--- src/rtl/palu_pkg.sv ---
package palu_pkg;

  typedef enum logic [3:0] {
    OP_AND = 4'd0,  OP_EOR = 4'd1,  OP_SUB = 4'd2,  OP_RSB = 4'd3,
    OP_ADD = 4'd4,  OP_ADC = 4'd5,  OP_SBC = 4'd6,  OP_RSC = 4'd7,
    OP_TST = 4'd8,  OP_TEQ = 4'd9,  OP_CMP = 4'd10, OP_CMN = 4'd11,
    OP_ORR = 4'd12, OP_MOV = 4'd13, OP_BIC = 4'd14, OP_MVN = 4'd15
  } alu_op_e;

  typedef enum logic [3:0] {
    CC_ZS = 4'd0,  CC_ZC = 4'd1,  CC_CS = 4'd2,  CC_CC = 4'd3,
    CC_NS = 4'd4,  CC_NC = 4'd5,  CC_VS = 4'd6,  CC_VC = 4'd7,
    CC_UHI = 4'd8, CC_ULS = 4'd9, CC_SGE = 4'd10, CC_SLT = 4'd11,
    CC_SGT = 4'd12, CC_SLE = 4'd13, CC_ALL = 4'd14, CC_NONE = 4'd15
  } cond_e;

  typedef struct packed {
    logic n;
    logic z;
    logic c;
    logic v;
  } nzcv_t;

endpackage

--- src/rtl/palu_cond.sv ---
module palu_cond
  import palu_pkg::*;
(
  input  logic [3:0] cond_i,
  input  nzcv_t      fl_i,
  output logic       pass_o
);
  logic sgn_eq;
  assign sgn_eq = (fl_i.n == fl_i.v);

  always_comb begin
    unique case (cond_e'(cond_i))
      CC_ZS:   pass_o = fl_i.z;
      CC_ZC:   pass_o = !fl_i.z;
      CC_CS:   pass_o = fl_i.c;
      CC_CC:   pass_o = !fl_i.c;
      CC_NS:   pass_o = fl_i.n;
      CC_NC:   pass_o = !fl_i.n;
      CC_VS:   pass_o = fl_i.v;
      CC_VC:   pass_o = !fl_i.v;
      CC_UHI:  pass_o = fl_i.c && !fl_i.z;
      CC_ULS:  pass_o = !fl_i.c || fl_i.z;
      CC_SGE:  pass_o = sgn_eq;
      CC_SLT:  pass_o = !sgn_eq;
      CC_SGT:  pass_o = !fl_i.z && sgn_eq;
      CC_SLE:  pass_o = fl_i.z || !sgn_eq;
      CC_ALL:  pass_o = 1'b1;
      default: pass_o = 1'b0;
    endcase
  end
endmodule

--- src/rtl/palu_datapath.sv ---
module palu_datapath
  import palu_pkg::*;
#(
  parameter int DATA_W = 32
) (
  input  logic [3:0]        op_i,
  input  logic [DATA_W-1:0] rn_i,
  input  logic [DATA_W-1:0] opnd_i,
  input  logic              sh_carry_i,
  input  nzcv_t             fl_i,
  output logic [DATA_W-1:0] result_o,
  output logic              writes_o,
  output nzcv_t             fl_o
);
  localparam int MSB = DATA_W - 1;

  logic              is_arith;
  logic [DATA_W-1:0] add_a, add_b, logic_res;
  logic              add_cin;
  logic [DATA_W:0]   sum;
  logic              ovf;

  // All arithmetic maps onto a + b + cin; subtraction inverts b and uses
  // the carry-in as the "no borrow" term.
  always_comb begin
    is_arith  = 1'b1;
    add_a     = rn_i;
    add_b     = opnd_i;
    add_cin   = 1'b0;
    logic_res = '0;
    unique case (alu_op_e'(op_i))
      OP_SUB, OP_CMP: begin add_b = ~opnd_i; add_cin = 1'b1; end
      OP_SBC:         begin add_b = ~opnd_i; add_cin = fl_i.c; end
      OP_RSB:         begin add_a = opnd_i; add_b = ~rn_i; add_cin = 1'b1; end
      OP_RSC:         begin add_a = opnd_i; add_b = ~rn_i; add_cin = fl_i.c; end
      OP_ADD, OP_CMN: add_cin = 1'b0;
      OP_ADC:         add_cin = fl_i.c;
      OP_AND, OP_TST: begin is_arith = 1'b0; logic_res = rn_i & opnd_i; end
      OP_EOR, OP_TEQ: begin is_arith = 1'b0; logic_res = rn_i ^ opnd_i; end
      OP_ORR:         begin is_arith = 1'b0; logic_res = rn_i | opnd_i; end
      OP_MOV:         begin is_arith = 1'b0; logic_res = opnd_i; end
      OP_BIC:         begin is_arith = 1'b0; logic_res = rn_i & ~opnd_i; end
      default:        begin is_arith = 1'b0; logic_res = ~opnd_i; end
    endcase
  end

  assign sum      = {1'b0, add_a} + {1'b0, add_b} + {{DATA_W{1'b0}}, add_cin};
  assign ovf      = (add_a[MSB] == add_b[MSB]) && (sum[MSB] != add_a[MSB]);
  assign result_o = is_arith ? sum[MSB:0] : logic_res;
  assign writes_o = (op_i[3:2] != 2'b10);

  always_comb begin
    fl_o.n = result_o[MSB];
    fl_o.z = (result_o == '0);
    fl_o.c = is_arith ? sum[DATA_W] : sh_carry_i;
    fl_o.v = is_arith ? ovf : fl_i.v;
  end
endmodule

--- src/rtl/palu_restore.sv ---
module palu_restore #(
  parameter int                RIDX_W    = 4,
  parameter int                MODE_W    = 5,
  parameter int                PC_INDEX  = 15,
  parameter logic [MODE_W-1:0] USER_MODE = 'h10,
  parameter logic [MODE_W-1:0] SYS_MODE  = 'h1F
) (
  input  logic              set_flags_i,
  input  logic [RIDX_W-1:0] rd_idx_i,
  input  logic [MODE_W-1:0] mode_i,
  output logic              hit_o
);
  localparam logic [RIDX_W-1:0] PC_IDX = RIDX_W'(PC_INDEX);

  logic has_saved;
  assign has_saved = (mode_i != USER_MODE) && (mode_i != SYS_MODE);
  assign hit_o     = set_flags_i && (rd_idx_i == PC_IDX) && has_saved;
endmodule

--- src/rtl/palu_top.sv ---
module palu_top
  import palu_pkg::*;
#(
  parameter int                DATA_W    = 32,
  parameter int                RIDX_W    = 4,
  parameter int                MODE_W    = 5,
  parameter int                PC_INDEX  = 15,
  parameter logic [MODE_W-1:0] USER_MODE = 'h10,
  parameter logic [MODE_W-1:0] SYS_MODE  = 'h1F
) (
  input  logic              clk,
  input  logic              rst,
  input  logic [3:0]        cond_i,
  input  logic [3:0]        op_i,
  input  logic              set_flags_i,
  input  logic [RIDX_W-1:0] rd_idx_i,
  input  logic [DATA_W-1:0] rn_val_i,
  input  logic [DATA_W-1:0] opnd_i,
  input  logic              shift_carry_i,
  input  logic [3:0]        flags_i,
  input  logic [MODE_W-1:0] mode_i,
  input  logic [DATA_W-1:0] saved_status_i,
  output logic [DATA_W-1:0] result_o,
  output logic              reg_we_o,
  output logic [3:0]        flags_o,
  output logic              restore_o,
  output logic [DATA_W-1:0] status_o
);
  localparam int FLAG_TOP = DATA_W - 1;

  nzcv_t             cur_fl, alu_fl;
  logic              pass, writes, hit, do_restore;
  logic [DATA_W-1:0] alu_res;
  logic [3:0]        next_fl;

  assign cur_fl = nzcv_t'(flags_i);

  palu_cond u_cond (
    .cond_i (cond_i),
    .fl_i   (cur_fl),
    .pass_o (pass)
  );

  palu_datapath #(.DATA_W(DATA_W)) u_dp (
    .op_i       (op_i),
    .rn_i       (rn_val_i),
    .opnd_i     (opnd_i),
    .sh_carry_i (shift_carry_i),
    .fl_i       (cur_fl),
    .result_o   (alu_res),
    .writes_o   (writes),
    .fl_o       (alu_fl)
  );

  palu_restore #(
    .RIDX_W(RIDX_W), .MODE_W(MODE_W), .PC_INDEX(PC_INDEX),
    .USER_MODE(USER_MODE), .SYS_MODE(SYS_MODE)
  ) u_rst (
    .set_flags_i (set_flags_i),
    .rd_idx_i    (rd_idx_i),
    .mode_i      (mode_i),
    .hit_o       (hit)
  );

  assign do_restore = pass && hit;

  always_comb begin
    if (!pass || !set_flags_i) next_fl = flags_i;
    else if (hit)              next_fl = saved_status_i[FLAG_TOP -: 4];
    else                       next_fl = alu_fl;
  end

  always_ff @(posedge clk) begin
    if (rst) begin
      result_o  <= '0;
      reg_we_o  <= 1'b0;
      flags_o   <= '0;
      restore_o <= 1'b0;
      status_o  <= '0;
    end else begin
      result_o  <= alu_res;
      reg_we_o  <= pass && writes;
      flags_o   <= next_fl;
      restore_o <= do_restore;
      status_o  <= do_restore ? saved_status_i : '0;
    end
  end
endmodule

--- config.mk ---
export PLATFORM = sky130hd
export DESIGN_NAME = palu_top
export DESIGN_NICKNAME = d
export VERILOG_FILES = /design/src/rtl/palu_pkg.sv /design/src/rtl/palu_cond.sv /design/src/rtl/palu_datapath.sv /design/src/rtl/palu_restore.sv /design/src/rtl/palu_top.sv
export SDC_FILE = /design/constraint.sdc
export NUM_CORES = 1
export LEC_CHECK = 0
export BUFFER_PORTS_ARGS = -buffer_cell sky130_fd_sc_hd__buf_4
export CORE_ASPECT_RATIO = 0.5
export CORE_UTILIZATION = 41
export DETAILED_ROUTE_END_ITERATION = 10
export SYNTH_ARGS = -nofsm -noshare
export SYNTH_HDL_FRONTEND = slang
export SYNTH_HIERARCHICAL = 1
export SYNTH_SLANG_ARGS = --single-unit
--- constraint.sdc ---
create_clock -name clk -period 9 [get_ports clk]
set_input_delay 0 -clock clk [delete_from_list [all_inputs] [get_ports clk]]
set_output_delay 0 -clock clk [all_outputs]
set_load 0.005 [all_outputs]
== Word level (Yosys, flattened, before mapping) ==
Cells that the tools add are included.

* Register bits after elaboration: 70

* Add/sub/neg operators: 2
* Mux-type cells: 11
* Reduce and logical (&&, ||, !) cells: 29
* Bitwise logic cells: 7
* Eq/ne operators: 35

{| class="wikitable"
|+ Operators by type and width
! kind !! number
|-
| $pmux W32 S6 || 1
|-
| $and A32 B32 Y32 || 2
|-
| $mux W32 || 2
|-
| $not A32 Y32 || 2
|-
| $pmux W32 S2 || 1
|-
| $eq A4 B4 Y1 const B || 15
|-
| $add A32 B32 Y33 || 1
|-
| $add A33 B1 Y33 || 1
|-
| $eq A4 B3 Y1 const B || 8
|-
| $logic_not A32 Y1 || 1
|-
| $or A32 B32 Y32 || 1
|-
| $xor A32 B32 Y32 || 1
|-
| $eq A4 B2 Y1 const B || 4
|-
| $pmux W1 S15 || 1
|-
| $ne A5 B5 Y1 const B || 2
|-
| $reduce_or A3 Y1 || 3
|-
| $eq A4 B1 Y1 const B || 2
|-
| $logic_and A1 B1 Y1 || 8
|-
| $logic_not A4 Y1 || 2
|-
| $mux W4 || 2
|-
| $reduce_or A2 Y1 || 4
|-
| $reduce_or A8 Y1 || 1
|-
| $logic_not A1 Y1 || 7
|-
| $logic_or A1 B1 Y1 || 3
|-
| 6 further kinds || 9
|}

== Depth between registers and ports, before layout ==
Gate-level depths: netlist (run 1).

* Depth in word-level cells: 10
* Mapped depth: 26

== By module ==
Netlist (run 1), hierarchy kept.

{| class="wikitable"
|+ By module, submodules not included
! module !! cells each !! area each (um^2) !! instances !! seq. area each (um^2)
|-
| palu_datapath || 854 || 5163.7 || 1 || 0.0
|-
| palu_top || 162 || 1985.7 || 1 || 1401.3
|-
| palu_cond || 28 || 193.9 || 1 || 0.0
|-
| palu_restore || 6 || 33.8 || 1 || 0.0
|}

== Worst setup path after synthesis (run 1) ==
No wires, ideal clock.

* Kind: in2reg
* From: in op_i[1]
* To: reg flags_o[2]
* Cell stages on the path: 26
* Arrival: 5521 ps
* Library setup time: 91 ps
* Data required time: 8909 ps
* Buffers on the path: 7
* Slack: 3388 ps
* Path through: buf_2 > buf_2 > buf_2 > buf_2 > buf_2 > buf_2 > nand3b_1 > o21ai_1 > clkbuf_1 > nor2_1 > a211oi_1 > fa_1 > inv_1 > fa_1 > a211oi_1 > o211ai_1 > a31oi_1 > o2111ai_1 > a31oi_1 > nor4b_1 > or3_1 > nor4_1 > nand4bb_1 > nor4_2 > nand2b_1 > a311oi_1

{| class="wikitable"
|+ RTL lines
! what !! line !! text
|-
| from (decl) || palu_top.sv:14 || <nowiki>input logic [3:0] op_i,</nowiki>
|-
| to (signal assigned) || palu_top.sv:83 || <nowiki>flags_o <= next_fl;</nowiki>
|-
| to (decl) || palu_top.sv:25 || <nowiki>output logic [3:0] flags_o,</nowiki>
|}

==> results summary, run 1 <==
The run finished with clean final reports. TritonCTS built the clock tree. The worst setup path is launched from an input port.

The number of detailed-routing iterations run before antenna repair came out at 7. The sequential cell area fraction in the yosys report is 0.190. For the worst setup path, the data arrival time is 6090 ps. The type of the setup path with the least slack is input port to register. The die boundary height is 96.9 um. The clock edge transition at the registers on the reported setup and hold paths came out at 70 ps. The buffer levels on the longest clock path came out at 2.

From left edge to right edge, the die measures 192 um. The number of global-route vias before repair came out at 7,813. The post-cts gate resize count is 0. The final weighted congestion of routability-driven global placement is 0.881. Counting I/O delays and the setup requirement, the final critical path takes 5830 ps.

The number of H-tree levels is 3. At the pin with the least slew margin, the transition time is 1210 ps. The power per cell area came out at 132 mW/mm^2. The final routed wirelength across all metal layers is 26,300 um. In this run the core area contains 34 standard-cell rows. The post-detailed-route DRC marker count came out at 0. The pin count of the biggest net entering global routing came out at 98. The highest net fanout along the worst path came out at 97. The max-cap violation count is 0. STA classifies the critical path endpoint as a register. The fraction of post-synthesis cell area in the top cell type by area came out at 0.190. In the finished design, the share of the clock period the worst path needs comes to 0.648. The total clock buffers created by CTS is 9. The first global-routing pass estimated 40,800 um of wire. The initial antenna violation count is 0.

The total setup buffers inserted after CTS came out at 0. The tree is rooted in a sky130_fd_sc_hd__clkbuf_16. The all-layer global routing usage is 0.276. The synthesized area came out at 0.00738 mm^2. In the final layout, flip-flops and latches occupy 0.00140 mm^2.

Setup repair after global routing left no endpoint under its margin. Setup total negative slack on the finished layout was measured at 0 ps. The final-stage net count came out at 1,408. The number of buffer cells added on primary ports came out at 190. sky130_fd_sc_hd__dfxtp_1 takes more of the synthesized area than any other cell. The count of antenna-violating nets left after detailed routing came out at 0. By count the netlist is led by sky130_fd_sc_hd__o21ai_0, sky130_fd_sc_hd__nand2_1, sky130_fd_sc_hd__inv_1. The standby leakage power came out at 4.26 nW. In this run, synthesis inferred 0 flip-flops with an integrated enable. The number of hold-slack violations in the final timing report came out at 0. sky130_fd_sc_hd__o21ai_0 is the most common cell in the netlist.

The number of distinct standard cells referenced by the synthesized netlist came out at 80. The post-detailed-route via-to-cell ratio is 5.75. The vias after detailed routing came out at 8,402. The gate count of the mapped netlist came out at 1,050. The fill cell total of the finished layout is 1,680. The combined area of the multi-input logic cells is 0.00539 mm^2. The post-route core utilization came out at 0.542. The count of boundary I/O pins came out at 191.

The placement-stage worst setup slack came out at 2940 ps. The total setup violations reported at the end of the flow is 0. The maximum resistive drop on vdd came out at 85.4 uV. Yosys printed 6 warnings.

After synthesis, the cell types taking the most area are sky130_fd_sc_hd__dfxtp_1, sky130_fd_sc_hd__ha_1, sky130_fd_sc_hd__o21ai_0, sky130_fd_sc_hd__nand2_1, sky130_fd_sc_hd__a21oi_1. The number of nets handed over by synthesis was 1,236. Clock tree synthesis found a total of 70 sinks. Relative to the synthesized area, the layout overhead comes to 28.5%. The count of pins over their slew limit came out at 0. The total congestion overflow after global routing is 0. The final setup slack of the worst path is 3170 ps. The placed wire-length estimate after detailed placement came out at 18,800 um.

In this run, the number of DRC markers left after iteration 0 of detailed routing was 528. In the synthesized netlist the dominant register cell turns out to be sky130_fd_sc_hd__dfxtp_1. The die area came out at 0.0186 mm^2. The worst hold path belongs to the class input port to register. The starting utilization of the core area came out at 0.422.

The highest clock rate is 171 MHz. The average instance in the mapped netlist occupies 7.03 um^2. The repair_antennas step left the layout with diodes totalling 0. The tightest slew margin relative to the limit is 0.187. For this design, the CTS-stage hold fixing added 33 buffers.

The placeable core area came out at 0.0175 mm^2. The final routed wire length divided by cell count is 18.0 um. The minimum hold slack is 28.2 ps. Of the cells placed in the final design, the portion with a size suffix greater than 1 is 0.187.

STA puts the critical path data required time at 9250 ps. The share of synthesized flip-flops with an asynchronous set or reset is 0. The number of flip-flops and latches in the synthesized netlist came out at 70.
[power by group]
group          leakage [nW]  internal (W)  total [W]  switching [W]
logic                  3.55      0.000246   0.000560       0.000314
clock network         0.135      0.000196   0.000348       0.000153
registers             0.573      0.000333   0.000340     0.00000674
total                  4.26      0.000774    0.00125       0.000473
[logic make-up after synthesis]
family | Yosys count | share of synthesized area
compound gates | 355 | 0.299
xor+xnor | 43 | 0.0521
flops | 70 | 0.190
simple gates | 363 | 0.255
fa+ha+maj | 65 | 0.112
buf+inv | 148 | 0.0834
mux | 6 | 0.00882
[worst paths after layout]
kind                   start         end  slack, ps  depth (start not counted)
hold / removal    flags_i[3]  flags_o[3]         30                          3
setup / recovery     op_i[1]  flags_o[2]       3170                         21
[per-stage QoR]
step | cells | power, W | instance area (um^2)
6_report | 1461 | 0.00125 | 9480
5_1_grt | 1461 | 0.00133 | 9480
4_1_cts | 1461 | 0.00125 | 9480
3_5_place_dp | 1412 | 0.000885 | 8860
3_3_place_gp | 1412 | 0.000876 | 8860
2_1_floorplan | 1050 | 0.000694 | 7380
[registers in the layout, indices dropped and copies added, names as in the netlist]
register and flops:
restore_o 1, reg_we_o 1, result_o 32, status_o 32, flags_o 4
[placed cells by master (no fill, tap or decap), types with 9 or more instances in the layout]
master,n
sky130_fd_sc_hd__a31oi_1,14
sky130_fd_sc_hd__xor2_1,9
sky130_fd_sc_hd__nand2_1,132
sky130_fd_sc_hd__o211ai_1,14
sky130_fd_sc_hd__o21ai_0,144
sky130_fd_sc_hd__a21o_1,9
sky130_fd_sc_hd__a211oi_1,10
sky130_fd_sc_hd__clkbuf_16,9
sky130_fd_sc_hd__nand3_1,19
sky130_fd_sc_hd__xnor2_1,33
sky130_fd_sc_hd__nor3_1,9
sky130_fd_sc_hd__nor2b_1,38
sky130_fd_sc_hd__ha_1,63
sky130_fd_sc_hd__and2_1,32
sky130_fd_sc_hd__nand4_1,17
sky130_fd_sc_hd__o22ai_1,16
sky130_fd_sc_hd__a221oi_1,13
sky130_fd_sc_hd__nor2_1,48
sky130_fd_sc_hd__buf_4,198
sky130_fd_sc_hd__dfxtp_1,70
sky130_fd_sc_hd__inv_1,77
sky130_fd_sc_hd__nand2b_1,11
sky130_fd_sc_hd__o221ai_1,11
sky130_fd_sc_hd__a21oi_1,61
sky130_fd_sc_hd__dlygate4sd3_1,33
[final cells by class]
class / instances / share of cell area
Clock buffer: 10 / 0.0252
Timing Repair Buffer: 231 / 0.192
Clock inverter: 6 / 0.00488
Tap cell: 234 / 0.0309
Sequential cell: 70 / 0.148
Multi-Input combinational cell: 832 / 0.569
Inverter: 78 / 0.0309
[worst max-delay path, cell delays in order]
cell                        delay (ps)
sky130_fd_sc_hd__buf_4             340
sky130_fd_sc_hd__nand3b_1          200
sky130_fd_sc_hd__buf_4             670
sky130_fd_sc_hd__o21ai_4           480
sky130_fd_sc_hd__nor2_1            200
sky130_fd_sc_hd__a211oi_1           80
sky130_fd_sc_hd__fa_1              410
sky130_fd_sc_hd__inv_1              90
sky130_fd_sc_hd__fa_1              410
sky130_fd_sc_hd__nand2_1            90
sky130_fd_sc_hd__a21oi_1            70
sky130_fd_sc_hd__or4_1             510
sky130_fd_sc_hd__or3_1             330
sky130_fd_sc_hd__or4_1             420
sky130_fd_sc_hd__nor4_1            450
sky130_fd_sc_hd__nand4bb_1         190
sky130_fd_sc_hd__nor4_1            440
sky130_fd_sc_hd__nand4bb_1         190
sky130_fd_sc_hd__nor4_2            160
sky130_fd_sc_hd__nand2b_1           80
sky130_fd_sc_hd__a311oi_1          220
[metal layers]
| metal | global-route usage | vias up | wire (um) |
|---|---|---|---|
| met1 | 0.364 | 3959 | 12000 |
| met2 | 0.453 | 293 | 11900 |
| met5 | 0 | - | 0 |
| li1 | - | 4114 | - |
| met4 | 0.0818 | 0 | 506 |
| met3 | 0.0537 | 36 | 1800 |
(Power assumes the default switching activity.)
==> run 2: changes to the inputs <==
--- a/config.mk
+++ b/config.mk
@@ -5,10 +5,12 @@
 export SDC_FILE = /design/constraint.sdc
 export NUM_CORES = 1
 export LEC_CHECK = 0
+export ABC_AREA = 1
 export BUFFER_PORTS_ARGS = -buffer_cell sky130_fd_sc_hd__buf_4
 export CORE_ASPECT_RATIO = 0.5
 export CORE_UTILIZATION = 41
 export DETAILED_ROUTE_END_ITERATION = 10
+export PLACE_DENSITY = 0.66
 export SYNTH_ARGS = -nofsm -noshare
 export SYNTH_HDL_FRONTEND = slang
 export SYNTH_HIERARCHICAL = 1
==> constraint.sdc (replaced) <==
create_clock -name clk -period 5 [get_ports clk]
set_input_delay 0 -clock clk [delete_from_list [all_inputs] [get_ports clk]]
set_output_delay 0 -clock clk [all_outputs]
set_load 0.005 [all_outputs]
==> run 2 against run 1 <==
Critical path depth grew 3. Cell area up 8.6%. Clock power is 74% higher. Non-clock buffer count shrank 2. Synthesized cell count grew 34%. Sequential power up 81%. Combinational power increased by 110%. First-iteration DRC count up 85%. Die area up 9.8%. Global-route usage rose by 3.8 points. Highest routed layer unchanged.
==> results summary, run 2 <==
The run finished with clean final reports. The number of global-route vias before repair was 8,875. The total buffers and inverters traversed by the critical path is 5.

The clock edge transition at the registers on the reported setup and hold paths is 50 ps. The highest clock rate came out at 246 MHz. The final-stage net count came out at 1,788. For this run, the register share of the synthesized area comes to 0.173. Synthesis produced a netlist with a net count of 1,596.

The min-delay analysis places its worst path in the category input port to register. The buffer levels on the longest clock path is 2. Entering global routing, the biggest net connects 66 pins. In the layout the commonest cells are sky130_fd_sc_hd__nand2_1, sky130_fd_sc_hd__inv_1, sky130_fd_sc_hd__buf_4. The area of all placed cells without fillers is 0.0103 mm^2. The tightest slew margin relative to the limit is 0.229.

The congestion estimate from routability-driven global placement came to 0.970. STA classifies the critical path startpoint as an input port. The count of synthesis-stage warnings from yosys came out at 6.

The share of synthesized flip-flops with an asynchronous set or reset came out at 0. OpenSTA, run right after detailed placement, puts the worst setup slack at 709 ps. Dividing the detail-routed via count by the number of cells gives 5.28. The met1 track demand over resource in global routing is 0.446. In this run, distinct cell masters in the synthesized netlist total 52. The synthesized area is 0.00811 mm^2. The power per cell area is 231 mW/mm^2.

The all-layer global routing usage came out at 0.314. The first-iteration detailed-routing DRC count is 979. The count of antenna-violating nets left after detailed routing came out at 0.

The count of boundary I/O pins is 191. The final-layout setup total negative slack came out at 0 ps. The number of detailed-routing iterations run before antenna repair came out at 6.

The die boundary height came out at 101 um. For the worst setup path, the data arrival time is 4340 ps. Setup violations remaining at the end of the flow were counted as 0.

The finished layout holds 1,866 standard cells, fillers aside. Compared with the post-synthesis result, the final layout area differs by 26.8%. The final critical-path share of the clock period came out at 0.813.

Leaving out fill and tap cells, the most frequent cell in the layout is sky130_fd_sc_hd__nand2_1. The HPWL after detailed placement is 25,300 um. Walking the worst path, the cells encountered are buf_4 > nand2_2 > inv_2 > nor3_1 > inv_2 > o22ai_1 > a31oi_1 > fa_1 > inv_1 > fa_1 > nand3_1 > nand3_1 > nand2_1 > nand2_1 > o21ai_0 > nor3b_1 > nand2_1 > nor2_1 > nand3_1 > nor2_1 > nand2_1 > nand3_1 > nand2_1 > inv_1. The initial antenna violation count came out at 1.

The count of flip-flops with a built-in enable after synthesis came out at 0. met2 is the most crowded layer. Among the stages of the critical path, the cell type that occurs most often is sky130_fd_sc_hd__nand2_1.

The required time at the worst-slack endpoint came out at 5270 ps. The final critical delay including setup and external delays came out at 4070 ps. The post-detailed-route DRC marker count came out at 0.

The largest registers in the layout are result_o (32), status_o (32), flags_o (4). The total congestion overflow after global routing is 0. Max-cap violations in this run came to 0. The post-cts gate resize count came out at 0.

The placed instances occupy a cell area of 0.00968 mm^2. In the post-synthesis netlist, the biggest area contributors are sky130_fd_sc_hd__nand2_1, sky130_fd_sc_hd__dfxtp_1, sky130_fd_sc_hd__inv_1, sky130_fd_sc_hd__ha_1, sky130_fd_sc_hd__nor2_1. The gate count of the mapped netlist is 1,410. In this run, CTS created clock tree buffers numbering 9. Grouping stages by cell kind, the critical path spends the most delay in simple AND/OR/NAND/NOR gates. The count of buffers added on input and output ports is 190. The slowest stage of the critical path belongs to the cell sky130_fd_sc_hd__inv_2. The global-route wire length before repair is 49,300 um. The final routed wire length divided by cell count came out at 17.5 um. The initial utilization of the core area, before any placement, comes to 0.430.

For this run, global-route usage on met3 was measured as 0.0891. The layout cell share with drive strength beyond 1 came out at 0.172. The H-tree was split into 3 levels. The top flip-flop cell by instance count after synthesis is sky130_fd_sc_hd__dfxtp_1. The met2 global-route usage came out at 0.469. The final setup slack of the worst path is 933 ps. The highest net fanout along the worst path came out at 53. The die area came out at 0.0204 mm^2. In this run, placement finished with an instance count of 1,818. Of the post-synthesis cell area, the dominant cell type holds 0.174. The floorplan has 35 rows. Counting the fill cells in the layout gives 1,904.

Clock tree synthesis found a total of 70 sinks. The root buffer cell is sky130_fd_sc_hd__clkbuf_16. sky130_fd_sc_hd__nand2_1 takes more of the synthesized area than any other cell. At the end of the flow the core is filled with cells to 0.545. The count of pins over their slew limit is 0. The number of hold-slack violations in the final timing report came out at 0. By count the netlist is led by sky130_fd_sc_hd__nand2_1, sky130_fd_sc_hd__inv_1, sky130_fd_sc_hd__nor2_1. Setup repair after global routing left no endpoint under its margin. The number of flip-flops and latches in the synthesized netlist came out at 70.

The die outline width is 201 um. The cell with the most instances after synthesis is sky130_fd_sc_hd__nand2_1. The critical path is of the input port to register type. After floorplanning, the core was sized to cover 0.0189 mm^2. The mean post-synth cell area is 5.75 um^2. The final routed wirelength across all metal layers is 32,700 um. The delay of the slowest cell on the worst path is 720 ps. The transition time at the pin with the least slew margin is 1150 ps. Across the VDD grid, the largest voltage drop is 142 uV. The standby leakage power is 5.74 nW. The worst setup path is captured at a register.

TritonCTS built the clock tree. The vias after detailed routing came out at 9,847.
[run 2: changes by cell type after synthesis, moves of 26 or more]
| cell | delta |
|---|---|
| sky130_fd_sc_hd__and2_1 | -30 |
| sky130_fd_sc_hd__xnor2_1 | -32 |
| sky130_fd_sc_hd__clkbuf_1 | -26 |
| sky130_fd_sc_hd__a31o_2 | +31 |
| sky130_fd_sc_hd__o21ai_0 | -75 |
| sky130_fd_sc_hd__inv_1 | +195 |
| sky130_fd_sc_hd__nand2_1 | +244 |
| sky130_fd_sc_hd__nor2_1 | +109 |
| sky130_fd_sc_hd__o22ai_1 | +27 |
| sky130_fd_sc_hd__nand3_1 | +69 |
| sky130_fd_sc_hd__nor2b_1 | -38 |
[run 2: logic make-up after synthesis]
| family | share of synthesized area |
|---|---|
| and+or+nand+nor | 0.352 |
| buffers and inverters | 0.163 |
| AOI/OAI and AO/OA | 0.178 |
| DFF | 0.173 |
| adders and majority gates | 0.102 |
| xor gates and xnor gates | 0.0322 |
[run 2: repair_timing]
action,CTS,global route
setup buffers,0,0
endpoints found under the hold margin,32,0
hold buffers,32,0
[run 2: where the power goes]
part	leakage, nW	switching, W	internal [W]
sequential	0.574	0.0000152	0.000600
clock	0.137	0.000225	0.000381
combinational	5.03	0.000732	0.000425
[run 2: through the flow]
stage               power, W  hold WS (ps)
floorplan            0.00130           112
global route         0.00254          55.9
CTS                  0.00236          29.4
finish               0.00238          42.5
detailed placement   0.00172           220
global placement     0.00171           216
[run 2: layout make-up]
type                       count  area, um^2  share of cell area
inverter                     282        1060               0.103
timing repair buffer         229        1810               0.176
sequential                    70        1400               0.136
multi-input combinational   1010        5410               0.525
clock buffer                   9         225              0.0219
tap                          259         324              0.0315
clock inverter                 6        63.8             0.00620
antenna                        1        2.50            0.000243
[run 2: path summary, 6_finish.rpt]
| check | slack (ps) | start | depth (start not counted) | endpoint |
|---|---|---|---|---|
| worst min-delay path | 40 | flags_i[3] | 5 | flags_o[3] |
| worst max-delay path | 930 | op_i[3] | 24 | flags_o[2] |
[run 2: metal layers]
metal,share of wire,vias to the layer above
li1,-,4853
met1,0.46,4472
met2,0.40,496
met3,0.13,26
met4,0.0099,0
met5,0,-
==> run 3: changes to the inputs <==
--- a/config.mk
+++ b/config.mk
@@ -10,7 +10,6 @@
 export CORE_ASPECT_RATIO = 0.5
 export CORE_UTILIZATION = 41
 export DETAILED_ROUTE_END_ITERATION = 10
-export PLACE_DENSITY = 0.66
 export SYNTH_ARGS = -nofsm -noshare
 export SYNTH_HDL_FRONTEND = slang
 export SYNTH_HIERARCHICAL = 1
==> constraint.sdc (replaced) <==
create_clock -name clk -period 4.25 [get_ports clk]
set_input_delay 0 -clock clk [delete_from_list [all_inputs] [get_ports clk]]
set_output_delay 0 -clock clk [all_outputs]
set_load 0.005 [all_outputs]
==> run 3 against run 2 <==
Count of clock-buffer cells in the layout up 2. Sequential share of layout area down 0.071 points. Setup slack worse by 170 ps.
==> results summary, run 3 (synthesis results as in run 2) <==
The run finished with clean final reports. In the final timing run, aggregate negative setup slack is 0 ps. The buffer levels on the longest clock path came out at 2.

The final routed wire length divided by cell count came out at 17.6 um. The standby leakage power came out at 5.78 nW. The TritonCTS sink count came out at 70. The transition time at the pin with the least slew margin came out at 724 ps. The delay of the slowest cell on the worst path is 430 ps. The final setup slack of the worst path is 759 ps. Among all stages on the critical path, the largest delay is contributed by sky130_fd_sc_hd__fa_1.

The filler cells instantiated in the layout total 1,913. At the worst endpoint, the required time is 4520 ps. The first-iteration detailed-routing DRC count came out at 971.

The vias after detailed routing came out at 9,758. The pin count of the biggest net entering global routing is 39. In the finished design, the share of the clock period the worst path needs comes to 0.821.

The post-cts gate resize count is 0. The combined area of the multi-input logic cells came out at 0.00540 mm^2. The site row count came out at 35. The root buffer cell is sky130_fd_sc_hd__clkbuf_16.

Counting stages on the worst path, the most repeated cell is sky130_fd_sc_hd__nand2_1. The total setup violations reported at the end of the flow is 0. In this run the vertical extent of the chip is 101 um.

The die area came out at 0.0204 mm^2. Buffers placed on the I/O ports in this run total 190. The number of hold-slack violations in the final timing report is 0. The total setup buffers inserted after CTS is 0. The first TritonRoute pass finished after 5 iterations.

The global-route wire length before repair is 49,400 um. The library cells used most frequently in the layout, excluding fill and tap cells, are sky130_fd_sc_hd__nand2_1, sky130_fd_sc_hd__inv_1, sky130_fd_sc_hd__buf_4. The count of pins over their slew limit is 0. The total clock buffers created by CTS came out at 9. The end of the worst hold path is reg_we_o. In this run the power density over the cells is 274 mW/mm^2. The storage element area is 0.00140 mm^2. The final-stage net count is 1,793. The highest clock rate is 286 MHz. In the final layout, the share of cells above drive strength 1 is 0.174. Counting instances, the worst hold path has a depth of 4. The synthesis-to-finish area growth is 27.5%.

In this run the worst hold path is classified as input port to register. The count of boundary I/O pins is 191. The largest registers in the layout are result_o (32), status_o (32), flags_o (4). The floorplan step defined a core boundary enclosing 0.0189 mm^2. The wire-length estimate of the detail-placed layout is 26,600 um.

The final routed wirelength across all metal layers is 32,900 um. The CTS tree is yes. The highest net fanout along the worst path came out at 12. The post-detailed-route via-to-cell ratio came out at 5.22. The worst path in the final design needs a cycle of 3490 ps, including I/O delays and setup. The maximum resistive drop on vdd is 150 uV. The critical path in this run is classified as input port to register.

STA classifies the critical path startpoint as an input port. The number of global-route vias before repair came out at 8,710. The total congestion overflow after global routing is 0. At the worst endpoint, the arrival time is 3760 ps. The most frequent standard cell in the layout excluding fill and tap cells is sky130_fd_sc_hd__nand2_1. The initial antenna violation count came to 0.

The all-layer global routing usage came out at 0.317. The count of antenna-violating nets left after detailed routing came out at 0. The H-tree was split into 3 levels.

In this run the tightest slew margin relative to its limit is 0.516. The post-detailed-route DRC marker count came out at 0. For this configuration, the core starts out at a cell density of 0.430. The tool flagged a number of max-cap violations equal to 0. 0 antenna diodes ended up in the layout. The placement-stage worst setup slack came out at 511 ps.

The endpoint kind of the worst setup timing path is a register. The startpoint identified for the worst hold timing path is op_i[3]. At the end of routability-driven placement, the weighted congestion stood at 0.967. The die is 201 um wide. Setup repair after global routing left no endpoint under its margin. The clock edge transition at the registers on the reported setup and hold paths is 50 ps.
-- run 3: critical path: cells and delay by family --
kind	cells	cell delay, ps
buffers and inverters	4	500
AOI/OAI and AO/OA	2	260
and+or+nand+nor	17	2270
adders and majority gates	2	710
-- run 3: timing repair --
item | 4_1_cts | 5_1_grt
endpoints found under the setup margin | 0 | 0
hold buffers | 32 | 0
endpoints found under the hold margin | 32 | 0
-- run 3: metrics by stage --
stage | instance area, um^2 | cells | power [W] | hold slack (ps) | utilization
final | 10300 | 1871 | 0.00283 | 37.2 | 0.548
after CTS | 10300 | 1871 | 0.00282 | 19.7 | 0.548
after floorplan | 8110 | 1410 | 0.00153 | 112 | -
after detailed placement | 9730 | 1823 | 0.00205 | 223 | 0.515
after global placement | 9730 | 1823 | 0.00204 | 218 | 0.515
after global routing | 10300 | 1871 | 0.00303 | 56.6 | 0.548
-- run 3: final cells by class --
type,instances,area share
clock buffers,11,0.0235
repair buffers,234,0.180
well taps,259,0.0313
multi-input cells,1010,0.522
clock inverters,5,0.00556
flip-flops and latches,70,0.135
inverters,282,0.102
-- run 3: metal layers --
metal  share of wire  routed length [um]  global-route usage
met5               0                   0                   0
met2            0.39               12900               0.463
met1            0.49               16100               0.470
met3            0.11                3760              0.0872
met4          0.0056                 184              0.0370
-- run 3: worst max path at each step --
stage                       start         end  slack (ps)  depth (start not counted)
after CTS                 op_i[0]  flags_o[2]         830                         25
after floorplan           op_i[0]  flags_o[2]        1160                         29
after detailed placement  op_i[0]  flags_o[2]         510                         25
after global placement    op_i[3]  flags_o[2]         550                         26
final                     op_i[0]  flags_o[2]         760                         25
after global routing      op_i[0]  flags_o[2]         330                         27
-- run 3: where the power goes --
part	leakage (nW)	internal, W	switching [W]
Sequential	0.574	0.000706	0.0000224
Clock	0.150	0.000471	0.000263
Combinational	5.06	0.000503	0.000869
